===== src/rtl/cpmac_pkg.sv =====
package cpmac_pkg;
  localparam int DW    = 16;
  localparam int AW    = 2 * DW;
  localparam int OPW   = 4;
  localparam int SELW  = 3;
  localparam int MODEW = OPW + SELW;
  localparam int NREG  = 2;

  typedef enum logic [2:0] {
    K_NONE,
    K_CLR,
    K_LOAD,
    K_MUL,
    K_MAC,
    K_MSUB
  } op_kind_e;

  typedef struct packed {
    op_kind_e kind;
    logic     sgn;
    logic     flag_en;
  } op_ctl_t;
endpackage


===== src/rtl/cpmac_decode.sv =====
module cpmac_decode
  import cpmac_pkg::*;
(
  input  logic [OPW-1:0] code,
  output op_ctl_t        ctl
);
  always_comb begin
    ctl = '{kind: K_NONE, sgn: 1'b0, flag_en: 1'b0};
    case (code)
      4'd0:  ctl.kind = K_CLR;
      4'd1:  ctl.kind = K_LOAD;
      4'd2:  ctl.kind = K_MUL;
      4'd3:  begin ctl.kind = K_MUL; ctl.sgn = 1'b1; end
      4'd4:  begin ctl.kind = K_MAC; ctl.flag_en = 1'b1; end
      4'd5:  begin ctl.kind = K_MAC; ctl.sgn = 1'b1; ctl.flag_en = 1'b1; end
      4'd8:  ctl.kind = K_MAC;
      4'd9:  begin ctl.kind = K_MAC; ctl.sgn = 1'b1; end
      4'd10: begin ctl.kind = K_MSUB; ctl.sgn = 1'b1; end
      default: ctl.kind = K_NONE;
    endcase
  end
endmodule


===== src/rtl/cpmac_arith.sv =====
module cpmac_arith
  import cpmac_pkg::*;
#(
  parameter int W = DW,
  localparam int WW = 2 * W
) (
  input  logic [W-1:0]  a,
  input  logic [W-1:0]  b,
  input  logic [WW-1:0] acc,
  input  logic          sgn,
  output logic [WW-1:0] prod,
  output logic [WW-1:0] sum,
  output logic [WW-1:0] diff,
  output logic          ovf
);
  logic [WW-1:0] ext_a, ext_b;
  logic [WW:0]   wide_sum;
  logic          s_ovf;

  always_comb begin
    ext_a    = sgn ? {{W{a[W-1]}}, a} : {{W{1'b0}}, a};
    ext_b    = sgn ? {{W{b[W-1]}}, b} : {{W{1'b0}}, b};
    prod     = ext_a * ext_b;
    wide_sum = {1'b0, acc} + {1'b0, prod};
    sum      = wide_sum[WW-1:0];
    diff     = acc - prod;
    s_ovf    = (acc[WW-1] == prod[WW-1]) && (sum[WW-1] != acc[WW-1]);
    ovf      = sgn ? s_ovf : wide_sum[WW];
  end
endmodule


===== src/rtl/cpmac_outsel.sv =====
module cpmac_outsel
  import cpmac_pkg::*;
#(
  parameter int W = DW,
  parameter int NR = NREG,
  localparam int NH = 2 * NR,
  localparam int IW = $clog2(NH)
) (
  input  logic [NR-1:0][2*W-1:0] regs,
  input  logic [SELW-1:0]        sel,
  output logic [W-1:0]           dout
);
  logic [NH-1:0][W-1:0] halves;

  for (genvar g = 0; g < NR; g++) begin : g_split
    assign halves[2*g]   = regs[g][W-1:0];
    assign halves[2*g+1] = regs[g][2*W-1:W];
  end

  always_comb begin
    if (32'(sel) < NH) dout = halves[sel[IW-1:0]];
    else               dout = '0;
  end
endmodule


===== src/rtl/cpmac_copro.sv =====
module cpmac_copro
  import cpmac_pkg::*;
(
  input  logic              clk,
  input  logic              rst_n,
  input  logic              mode_wr,
  input  logic [MODEW-1:0]  mode_din,
  input  logic              op_valid,
  input  logic [DW-1:0]     op_a,
  input  logic [DW-1:0]     op_b,
  output logic [DW-1:0]     cp_out,
  output logic              ovf_flag
);
  logic [MODEW-1:0]          mode_q;
  logic [AW-1:0]             r0_q, r1_q;
  logic [NREG-1:0][AW-1:0]   regs;
  op_ctl_t                   ctl;
  logic [AW-1:0]             prod, sum, diff;
  logic                      ovf;

  cpmac_decode u_dec (.code(mode_q[OPW-1:0]), .ctl(ctl));

  cpmac_arith #(.W(DW)) u_alu (
    .a(op_a), .b(op_b), .acc(r0_q), .sgn(ctl.sgn),
    .prod(prod), .sum(sum), .diff(diff), .ovf(ovf)
  );

  assign regs = {r1_q, r0_q};

  cpmac_outsel #(.W(DW), .NR(NREG)) u_sel (
    .regs(regs), .sel(mode_q[MODEW-1:OPW]), .dout(cp_out)
  );

  always_ff @(posedge clk or negedge rst_n) begin
    if (!rst_n) mode_q <= '0;
    else if (mode_wr) mode_q <= mode_din;
  end

  always_ff @(posedge clk or negedge rst_n) begin
    if (!rst_n) begin
      r0_q     <= '0;
      r1_q     <= '0;
      ovf_flag <= 1'b0;
    end else if (op_valid) begin
      case (ctl.kind)
        K_CLR: begin
          r0_q     <= '0;
          r1_q     <= '0;
          ovf_flag <= 1'b0;
        end
        K_LOAD: r0_q <= {op_a, op_b};
        K_MUL:  r0_q <= prod;
        K_MAC: begin
          r1_q <= r0_q;
          r0_q <= sum;
          if (ctl.flag_en && ovf) ovf_flag <= 1'b1;
        end
        K_MSUB: begin
          r1_q <= r0_q;
          r0_q <= diff;
        end
        default: ;
      endcase
    end
  end

  // no operation, no state change
  a_r11_idle_hold: assert property (@(posedge clk) disable iff (!rst_n)
    !op_valid |=> $stable(r0_q) && $stable(r1_q) && $stable(ovf_flag));

  // clear empties everything
  a_r4_clear: assert property (@(posedge clk) disable iff (!rst_n)
    op_valid && ctl.kind == K_CLR |=> r0_q == '0 && r1_q == '0 && !ovf_flag);

  // flag is sticky until clear
  a_r8_sticky: assert property (@(posedge clk) disable iff (!rst_n)
    ovf_flag && !(op_valid && ctl.kind == K_CLR) |=> ovf_flag);

  // non-flagging codes never raise the flag
  a_r9_no_flag: assert property (@(posedge clk) disable iff (!rst_n)
    op_valid && !ctl.flag_en && !ovf_flag |=> !ovf_flag);

  // accumulate steps push old accumulator into register 1
  a_r7_shift: assert property (@(posedge clk) disable iff (!rst_n)
    op_valid && (ctl.kind == K_MAC || ctl.kind == K_MSUB) |=> r1_q == $past(r0_q));

  // no-op codes hold state
  a_r10_nop_hold: assert property (@(posedge clk) disable iff (!rst_n)
    op_valid && ctl.kind == K_NONE |=> $stable(r0_q) && $stable(r1_q) && $stable(ovf_flag));

  // out-of-range select reads zero
  a_r3_sel_zero: assert property (@(posedge clk) disable iff (!rst_n)
    mode_q[MODEW-1] |-> cp_out == '0);
endmodule


===== config.mk =====
export PLATFORM = sky130hd
export DESIGN_NAME = cpmac_copro
export DESIGN_NICKNAME = d
export VERILOG_FILES = /design/src/rtl/cpmac_pkg.sv /design/src/rtl/cpmac_decode.sv /design/src/rtl/cpmac_arith.sv /design/src/rtl/cpmac_outsel.sv /design/src/rtl/cpmac_copro.sv
export SDC_FILE = /design/constraint.sdc
export NUM_CORES = 1
export LEC_CHECK = 0
export BUFFER_PORTS_ARGS = -buffer_cell sky130_fd_sc_hd__buf_2
export CORE_MARGIN = 10
export CORE_UTILIZATION = 30
export DETAILED_ROUTE_END_ITERATION = 16
export PLACE_DENSITY_LB_ADDON = 0.12
export SETUP_SLACK_MARGIN = 0.02
export SYNTH_ARGS = -nofsm -noshare
export SYNTH_HDL_FRONTEND = slang
export SYNTH_HIERARCHICAL = 1
export SYNTH_SLANG_ARGS = --single-unit

===== constraint.sdc =====
create_clock -name clk -period 12.7 [get_ports clk]
set_input_delay 2.54 -clock clk [delete_from_list [all_inputs] [get_ports clk]]
set_output_delay 2.54 -clock clk [all_outputs]
set_load 0.005 [all_outputs]

==> impl_metrics.csv, run 1 <==
group,metric,value,unit
run_status,status,"complete, no violations",
worst_setup_path,end_kind,"flop",
cells_and_area,utilization,0.321,
sta,setup_viol,0,
cells_and_area,fillCellCount,7136,
global_routing,grtUsageMet3,0.0106,
sta,rsz0062_at_grt,"false",
worst_setup_path,worstPathArrival,11810,ps
sta,period_needed,11570,ps
clock_network,cts_resized,0,
global_routing,grt_pass1_vias,15800,
sta,worstMarginPinSlew,1040,ps
synth,netlist_top_cells_area,"fa_1, ha_1, dfrtp_1",
route,num_vias,14600,
global_routing,top_usage_layer,"met2",
floorplanning,num_rows,95,
clock_network,cts_root_buffer,"clkbuf_16",
global_routing,grt_max_degree,73,
min_path,worstHoldPathType,"reg2reg",
synth,yosysMostFrequentCell,"inv_1",
placed_design,pre_cts_ws,753,ps
clock_network,path_clk_slew,60,ps
synth,synth_seq_cells,72,
sta,finClkSkew,13.8,ps
floorplanning,die_area,0.0782,mm^2
cells_and_area,fin_nets,2707,
synth,yosys.area.top_type,"fa_1",
flow_run,maxCapViolations,0,
floorplanning,core_area,0.0670,mm^2
synth,syn_area,0.0202,mm^2
synth,synth.distinct_cells,92,
route,wirelength,61.4,mm
floorplanning,start_util,0.302,
synth,synthTopCellsByCount,"inv_1, fa_1, ha_1",
global_routing,overflow,0,
route,viasPerCell,4.83,
worst_setup_path,cp_data_required_time,12940,ps
placed_design,dp_hpwl,50.1,mm
worst_setup_path,path_max_fanout,10,
worst_setup_path,cp_top_family,"adder cells",
clock_network,hold_buffers,0,
route,wire_per_inst,20.4,um
cells_and_area,area_growth,6.45,%
clock_network,postCtsSetupRepairBufs,0,
worst_setup_path,crit_path_start_kind,"input port",
synth,yosys_warnings,6,
worst_setup_path,critPathBufInv,6,
sta,fin_crit_sh,0.911,
sta,hold_viol,0,
synth,syn_inst,2150,
placed_design,gp_congestion,0.848,
sta,maxSlewHeadroom,0.305,
route,drt-initial-drc-count,708,
worst_setup_path,crit_slowest_cell,"fa_1",
sta,fin_ws,1130,ps
sta,finalMaxSlewViolations,0,
route,first_pass_iters,5,
route,drc,0,
worst_setup_path,worst-setup-path-type,"in2reg",
sta,fmax,0.0864,GHz
clock_network,cts_inserted_buffers,9,
global_routing,track_usage,0.158,
clock_network,cts_max_level,3,
global_routing,gr-usage-met2,0.293,
sta,tns,0,ps
floorplanning,ioPinCount,60,
floorplanning,chipWidth,280,um
worst_setup_path,path_common_cell,"fa_1",
clock_network,cts_tree,"done",
placed_design,port_buffers,59,
floorplanning,dieHeight,280,um
global_routing,grt_pass1_wl,95.9,mm
synth,yosysSeqAreaShare,0.0891,
cells_and_area,multi_input_area,0.0163,mm^2
synth,async_flop_share,1.00,
cells_and_area,drive_above_1_share,0.0651,
route,ant_nets,0,
synth,avgSynthCellArea,9.40,um^2
clock_network,clockBufferDepth,2,
synth,yosys.area.top_type_share,0.344,
synth,synthFlopType,"dfrtp_1",
cells_and_area,regArea,0.00180,mm^2
worst_setup_path,slowest_delay,540,ps
global_routing,antenna_found_initial,1,
clock_network,clk_latency,340,ps
global_routing,met1_usage,0.199,
clock_network,cts.sinks,72,
synth,syn-num-nets,2726,
synth,synth_edf_count,0,
registers in the layout (all words and copies together) (netlist names):
register and count:
ovf_flag 1, mode_q 7, r0_q 32, r1_q 32
cells by family after synthesis:
family,synth area share
AO/OA/AOI/OAI,0.120
XOR/XNOR,0.0555
adder cells (fa/ha/maj),0.459
buffers and inverters,0.105
flip-flops,0.0891
multiplexers,0.0514
AND/OR/NAND/NOR,0.120
path summary, 6_finish.rpt:
kind	startpoint	endpoint	slack, ps	cells past startpoint
setup / recovery	op_a[15]	ovf_flag	1130	37
max in group asynchronous	rst_n	mode_q[5]	9690	1
setup reg to reg	mode_q[3]	ovf_flag	2190	39
min in group asynchronous	rst_n	mode_q[5]	2360	1
hold / removal	r1_q[20]	r1_q[20]	500	1
hold reg to reg	r1_q[20]	r1_q[20]	500	1
layout make-up:
type / instances / area share
diodes: 1 / 0.000116
clock buffers: 11 / 0.0108
clock inverters: 5 / 0.00378
inverters: 424 / 0.0740
multi-input cells: 1550 / 0.758
flip-flops and latches: 72 / 0.0838
well taps: 873 / 0.0508
repair buffers: 74 / 0.0191
cell usage in the layout, fill, tap and decap left out, types with 9 or more instances in the layout:
cell type	n
o21ai_0	19
and2_1	167
inv_1	421
a21o_1	63
mux2i_1	96
o22ai_1	51
xnor2_1	100
clkbuf_16	9
a22o_1	33
nor2b_1	10
and3_1	13
o21bai_1	19
nor2_1	63
fa_1	347
buf_4	16
dfrtp_1	71
nand3_1	10
nand2_1	131
ha_1	186
a21oi_1	69
buf_2	58
xor2_1	28
nor3_1	17
metal layers:
layer / vias to the layer above / part of all wire
met5: - / 0
met4: 0 / 0.016
met3: 41 / 0.020
met2: 189 / 0.53
met1: 7544 / 0.43
li1: 6779 / -
per-stage QoR:
step                hold WS, ps  cells  instance area [um^2]
finish                      498   3010                 21500
global route                512   3009                 21500
CTS                         503   3009                 21500
floorplan                   466   2150                 20200
detailed placement          481   2993                 21200
global placement            482   2993                 21200
Power of run 1 is left out: the tool's default activity adds up to more than one toggle a clock period on the data nets, which glitch-free logic cannot reach.
==> run 2, diff against run 1 <==
--- a/config.mk
+++ b/config.mk
@@ -10,6 +10,7 @@
 export CORE_UTILIZATION = 30
 export DETAILED_ROUTE_END_ITERATION = 16
 export PLACE_DENSITY_LB_ADDON = 0.12
+export RECOVER_POWER = 25
 export SETUP_SLACK_MARGIN = 0.02
 export SYNTH_ARGS = -nofsm -noshare
 export SYNTH_HDL_FRONTEND = slang
==> run 2 against run 1 <==
  * The run now ends with max-capacitance violations, max-slew violations left
  * Design area is essentially flat
  * Sequential share of layout area is essentially flat
  * Die area is the same
==> impl_metrics.csv, run 2 (synthesis gave the netlist of run 1 again) <==
group,metric,value,unit
global_routing,gr-usage-met2,0.293,
clock_network,cts_inserted_buffers,9,
clock_network,postCtsSetupRepairBufs,0,
cells_and_area,reg_top3,"r0_q: 32 flops, r1_q: 32 flops, mode_q: 7 flops",
worst_setup_path,r2r-end,"ovf_flag",
clock_network,cts_tree,"done",
worst_setup_path,path_common_cell,"fa_1",
sta,finalMaxSlewViolations,73,
worst_setup_path,crit_slowest_cell,"fa_1",
route,wire_per_inst,20.4,um
placed_design,dp_hpwl,50.1,mm
run_status,status,"finished, violations left",
worst_setup_path,cp_data_required_time,12940,ps
global_routing,grt_max_degree,73,
floorplanning,core_area,0.0670,mm^2
global_routing,met1_usage,0.199,
worst_setup_path,critPathBufInv,6,
worst_setup_path,worstPathArrival,11810,ps
min_path,holdPathEnd,"r1_q[20]",
worst_setup_path,reg2reg_from,"mode_q[3]",
worst_setup_path,cp_top_family,"adder cells",
floorplanning,ioPinCount,60,
sta,setup_viol,0,
clock_network,path_clk_slew,60,ps
global_routing,grt_pass1_vias,15800,
cells_and_area,layout_commonest_cell,"inv_1",
worst_setup_path,path_max_fanout,10,
worst_setup_path,worst-setup-path-type,"in2reg",
route,drt-initial-drc-count,708,
worst_setup_path,reg2reg_slack,2190,ps
sta,finClkSkew,13.8,ps
sta,maxSlewHeadroom,-1.77,
worst_setup_path,end_kind,"flop",
clock_network,cts_resized,0,
floorplanning,chipWidth,280,um
sta,fin_crit_sh,0.911,
sta,rsz0062_at_grt,"false",
clock_network,cts_root_buffer,"clkbuf_16",
floorplanning,die_area,0.0782,mm^2
global_routing,track_usage,0.158,
clock_network,clk_latency,340,ps
route,first_pass_iters,5,
floorplanning,dieHeight,280,um
cells_and_area,mostFrequentLayoutCells,"inv_1, fa_1, ha_1, and2_1, nand2_1",
route,drc,0,
global_routing,grtUsageMet3,0.0106,
worst_setup_path,crit_path_start_kind,"input port",
global_routing,top_usage_layer,"met2",
sta,period_needed,11570,ps
cells_and_area,fin_nets,2707,
placed_design,port_buffers,59,
clock_network,clockBufferDepth,2,
flow_run,maxCapViolations,1,
route,wirelength,61.4,mm
cells_and_area,area_growth,6.42,%
sta,tns,0,ps
clock_network,hold_buffers,0,
clock_network,cts_max_level,3,
floorplanning,start_util,0.302,
worst_setup_path,slowest_delay,540,ps
run_status,violations,"max-capacitance violations, max-slew violations",
floorplanning,num_rows,95,
global_routing,grt_pass1_wl,95.9,mm
worst_setup_path,rr_worst_depth,39,
global_routing,antenna_found_initial,1,
sta,fmax,0.0864,GHz
global_routing,overflow,0,
cells_and_area,drive_above_1_share,0.0641,
min_path,min_from,"r1_q[20]",
route,ant_nets,0,
route,viasPerCell,4.83,
min_path,hold_depth,1,
sta,worstMarginPinSlew,4150,ps
route,num_vias,14600,
placed_design,gp_congestion,0.848,
sta,hold_viol,0,
clock_network,cts.sinks,72,
min_path,worstHoldPathType,"reg2reg",
run 2: cell type report:
cell class | instances | area [um^2]
diodes | 1 | 2.50
clock buffers | 11 | 233
clock inverters | 5 | 81.3
fillers | 7136 | 45500
inverters | 424 | 1590
multi-input cells | 1550 | 16300
flip-flops and latches | 72 | 1800
well taps | 873 | 1090
repair buffers | 74 | 405
run 2: stage by stage:
stage                     worst slack, ps  instances   util  hold slack, ps  instance area [um^2]
after floorplan                      1580       2150      -             466                 20200
after global placement                839       2993  0.316             482                 21200
after detailed placement              753       2993  0.316             481                 21200
after CTS                            1090       3009  0.321             503                 21500
after global routing                  446       3009  0.321             512                 21500
final                                1130       3010  0.321             498                 21500
run 2: worst register-to-register path, delay by kind of cell (launching register included):
family,cells,cell delay (ps)
AND/OR/NAND/NOR,6,1430
flip-flops,1,480
buffers and inverters,6,620
AO/OA/AOI/OAI,15,2910
XOR/XNOR,2,330
adder cells (fa/ha/maj),10,4640
run 2: how the worst max path moves through the flow:
| stage | from | end | slack (ps) | cells past startpoint |
|---|---|---|---|---|
| global placement | op_a[15] | ovf_flag | 840 | 37 |
| floorplan | op_a[15] | ovf_flag | 1580 | 38 |
| CTS | op_a[15] | ovf_flag | 1090 | 37 |
| finish | op_a[15] | ovf_flag | 1130 | 37 |
| global route | op_a[15] | ovf_flag | 450 | 37 |
| detailed placement | op_a[15] | ovf_flag | 750 | 37 |
run 2: routing by layer:
| metal | vias up | wire length, um |
|---|---|---|
| met3 | 41 | 1240 |
| met1 | 7543 | 26600 |
| met4 | 0 | 978 |
| met2 | 189 | 32600 |
| li1 | 6779 | - |
| met5 | - | 0 |
Power of run 2 is left out for the same reason.
==> run 3, diff against run 2 <==
--- a/config.mk
+++ b/config.mk
@@ -5,9 +5,10 @@
 export SDC_FILE = /design/constraint.sdc
 export NUM_CORES = 1
 export LEC_CHECK = 0
+export ABC_AREA = 1
 export BUFFER_PORTS_ARGS = -buffer_cell sky130_fd_sc_hd__buf_2
 export CORE_MARGIN = 10
-export CORE_UTILIZATION = 30
+export CORE_UTILIZATION = 60
 export DETAILED_ROUTE_END_ITERATION = 16
 export PLACE_DENSITY_LB_ADDON = 0.12
 export RECOVER_POWER = 25
==> run 3 against run 2 <==
  * The flow still finishes with violations (max-capacitance violations, max-slew violations)
  * Routed wire length grew 18%
  * Cell count grew 18%
  * Clock-buffer cell count shrank 2
  * First-iteration DRC count grew to 3.5 times the previous value
  * Synthesized cell count grew 46%
  * Synthesized area grew 11%
  * Non-clock buffer count grew 11
  * Design area grew 7.4%
  * Hold slack lost 2.0 ps
  * Critical path type unchanged
  * Critical endpoint is now r0_q[30]
  * Highest routed layer unchanged
==> impl_metrics.csv, run 3 <==
group,metric,value,unit
synth,yosys.area.top_type,"fa_1",
cells_and_area,design_area,0.0231,mm^2
route,met2_length,31.7,mm
clock_network,cts_inserted_buffers,9,
cells_and_area,layout_commonest_cell,"inv_1",
route,drc,0,
floorplanning,ioPinCount,60,
route,drt-initial-drc-count,2484,
cells_and_area,drive_above_1_share,0.0496,
route,wire_per_inst,20.4,um
route,viasPerCell,5.74,
run_status,violations,"max-capacitance violations, max-slew violations",
global_routing,track_usage,0.322,
worst_setup_path,slowest_delay,850,ps
flow_run,maxCapViolations,1,
floorplanning,start_util,0.611,
synth,synth_edf_count,0,
sta,tns,0,ps
synth,synth_seq_cells,72,
worst_setup_path,path_max_fanout,18,
global_routing,overflow,0,
placed_design,post-place-cells,3537,
synth,synthTopCellsByCount,"inv_1, nand2_1, fa_1",
synth,syn-num-nets,3716,
worst_setup_path,crit_path_start_kind,"input port",
worst_setup_path,cp_top_family,"adder cells",
clock_network,cts_tree,"done",
clock_network,cts.sinks,72,
global_routing,grt_pass1_vias,20000,
clock_network,cts_resized,0,
synth,syn_inst,3140,
sta,fmax,0.0847,GHz
sta,finClkSkew,12.6,ps
cells_and_area,mostFrequentLayoutCells,"inv_1, nand2_1, fa_1, nand3_1, ha_1",
sta,period_needed,11810,ps
sta,finalMaxSlewViolations,54,
global_routing,antenna_found_initial,2,
synth,yosysSeqAreaShare,0.0802,
floorplanning,core_area,0.0368,mm^2
clock_network,clockBufferDepth,2,
worst_setup_path,worst-setup-path-type,"in2reg",
floorplanning,dieHeight,214,um
route,ant_nets,0,
cells_and_area,fillCellCount,3428,
sta,fin_crit_sh,0.930,
placed_design,place_area,0.0228,mm^2
route,first_pass_iters,6,
route,top_layer_used,"met4",
global_routing,grt_pass1_wl,113,mm
route,met3_length,7.85,mm
clock_network,clk_latency,360,ps
synth,synthFlopType,"dfrtp_1",
worst_setup_path,critPathBufInv,7,
placed_design,port_buffers,59,
synth,netlist_top_cells_area,"fa_1, inv_1, nand2_1",
cells_and_area,reg_top3,"r0_q: 32 flops, r1_q: 32 flops, mode_q: 7 flops",
clock_network,hold_buffers,0,
clock_network,path_clk_slew,70,ps
cells_and_area,layout.cells.non_filler,3554,
min_path,min_from,"r1_q[10]",
worst_setup_path,worstSetupStartpoint,"op_a[15]",
synth,syn_area,0.0225,mm^2
route,met1_length,30.6,mm
synth,synth.distinct_cells,49,
worst_setup_path,cp_data_required_time,12940,ps
floorplanning,chipWidth,214,um
run_status,status,"finished, violations left",
worst_setup_path,end_kind,"flop",
min_path,worstHoldPathType,"reg2reg",
sta,maxSlewHeadroom,-1.24,
clock_network,postCtsSetupRepairBufs,0,
route,num_vias,20400,
placed_design,gp_congestion,1.06,
cells_and_area,fin_nets,3656,
synth,yosysMostFrequentCell,"inv_1",
sta,setup_viol,0,
clock_network,cts_root_buffer,"clkbuf_16",
worst_setup_path,reg2reg_from,"mode_q[1]",
sta,rsz0062_at_grt,"false",
global_routing,grt_max_degree,68,
floorplanning,num_rows,70,
sta,hold_ws,496,ps
floorplanning,die_area,0.0456,mm^2
placed_design,dp_hpwl,57.6,mm
sta,hold_viol,0,
sta,worstMarginPinSlew,3370,ps
worst_setup_path,crit_slowest_cell,"fa_1",
synth,yosys_warnings,6,
synth,avgSynthCellArea,7.16,um^2
synth,async_flop_share,1.00,
synth,yosys.area.top_type_share,0.309,
route,wirelength,72.5,mm
cells_and_area,area_growth,2.81,%
clock_network,cts_max_level,3,
worst_setup_path,worstPathArrival,12050,ps
-- run 3: cell types whose count changed after synthesis, sizes merged, moves of 51 or more --
cell / before / now
mux2i: 96 / 0
a21o: 63 / 11
nor2: 63 / 139
nand3: 11 / 229
and2: 167 / 0
o22ai: 51 / 0
nand4: 4 / 110
inv: 424 / 771
o21ai: 27 / 90
xnor2: 100 / 15
nand2: 131 / 734
a21oi: 73 / 124
-- run 3: routing by layer --
metal,up-vias,GRT usage
met3,126,0.0832
met2,1013,0.475
met4,0,0.110
met1,9896,0.453
met5,-,0
li1,9372,-
-- run 3: path summary, 6_finish.rpt --
check,end,slack [ps],cells past startpoint
min in group asynchronous,r1_q[16],2370,1
worst max register to register,r0_q[30],2000,39
worst min register to register,r1_q[10],500,2
worst min-delay path,r1_q[10],500,2
worst max-delay path,r0_q[30],890,35
max in group asynchronous,r0_q[26],6600,2
-- run 3: cells by family after synthesis --
family / Yosys count / share of synthesized area
and+or+nand+nor: 1250 / 0.240
buffers and inverters: 928 / 0.163
adders and majority gates: 533 / 0.413
AOI/OAI and AO/OA: 265 / 0.0679
xor gates and xnor gates: 85 / 0.0331
DFF: 72 / 0.0802
muxes: 7 / 0.00351
-- run 3: layout make-up --
cell class,instances,area [um^2],area share
Sequential cell,72,1800,0.0780
Clock buffer,9,225,0.00975
Timing Repair Buffer,85,484,0.0210
Inverter,772,2900,0.125
Multi-Input combinational cell,2140,17000,0.738
Antenna cell,1,2.50,0.000108
Clock inverter,7,63.8,0.00276
Tap cell,468,586,0.0253
-- run 3: metrics by stage --
step | util | setup slack [ps]
after detailed placement | 0.620 | 790
after floorplan | - | 2170
after global placement | 0.620 | 831
after global routing | 0.628 | 470
final | 0.628 | 895
after CTS | 0.628 | 1130
-- run 3: tightest hold or removal path: stages, from the launching register on --
cell and delay [ps]:
dfrtp_1 340, nand3_1 70, nand2_1 50
Power of run 3 is left out for the same reason.
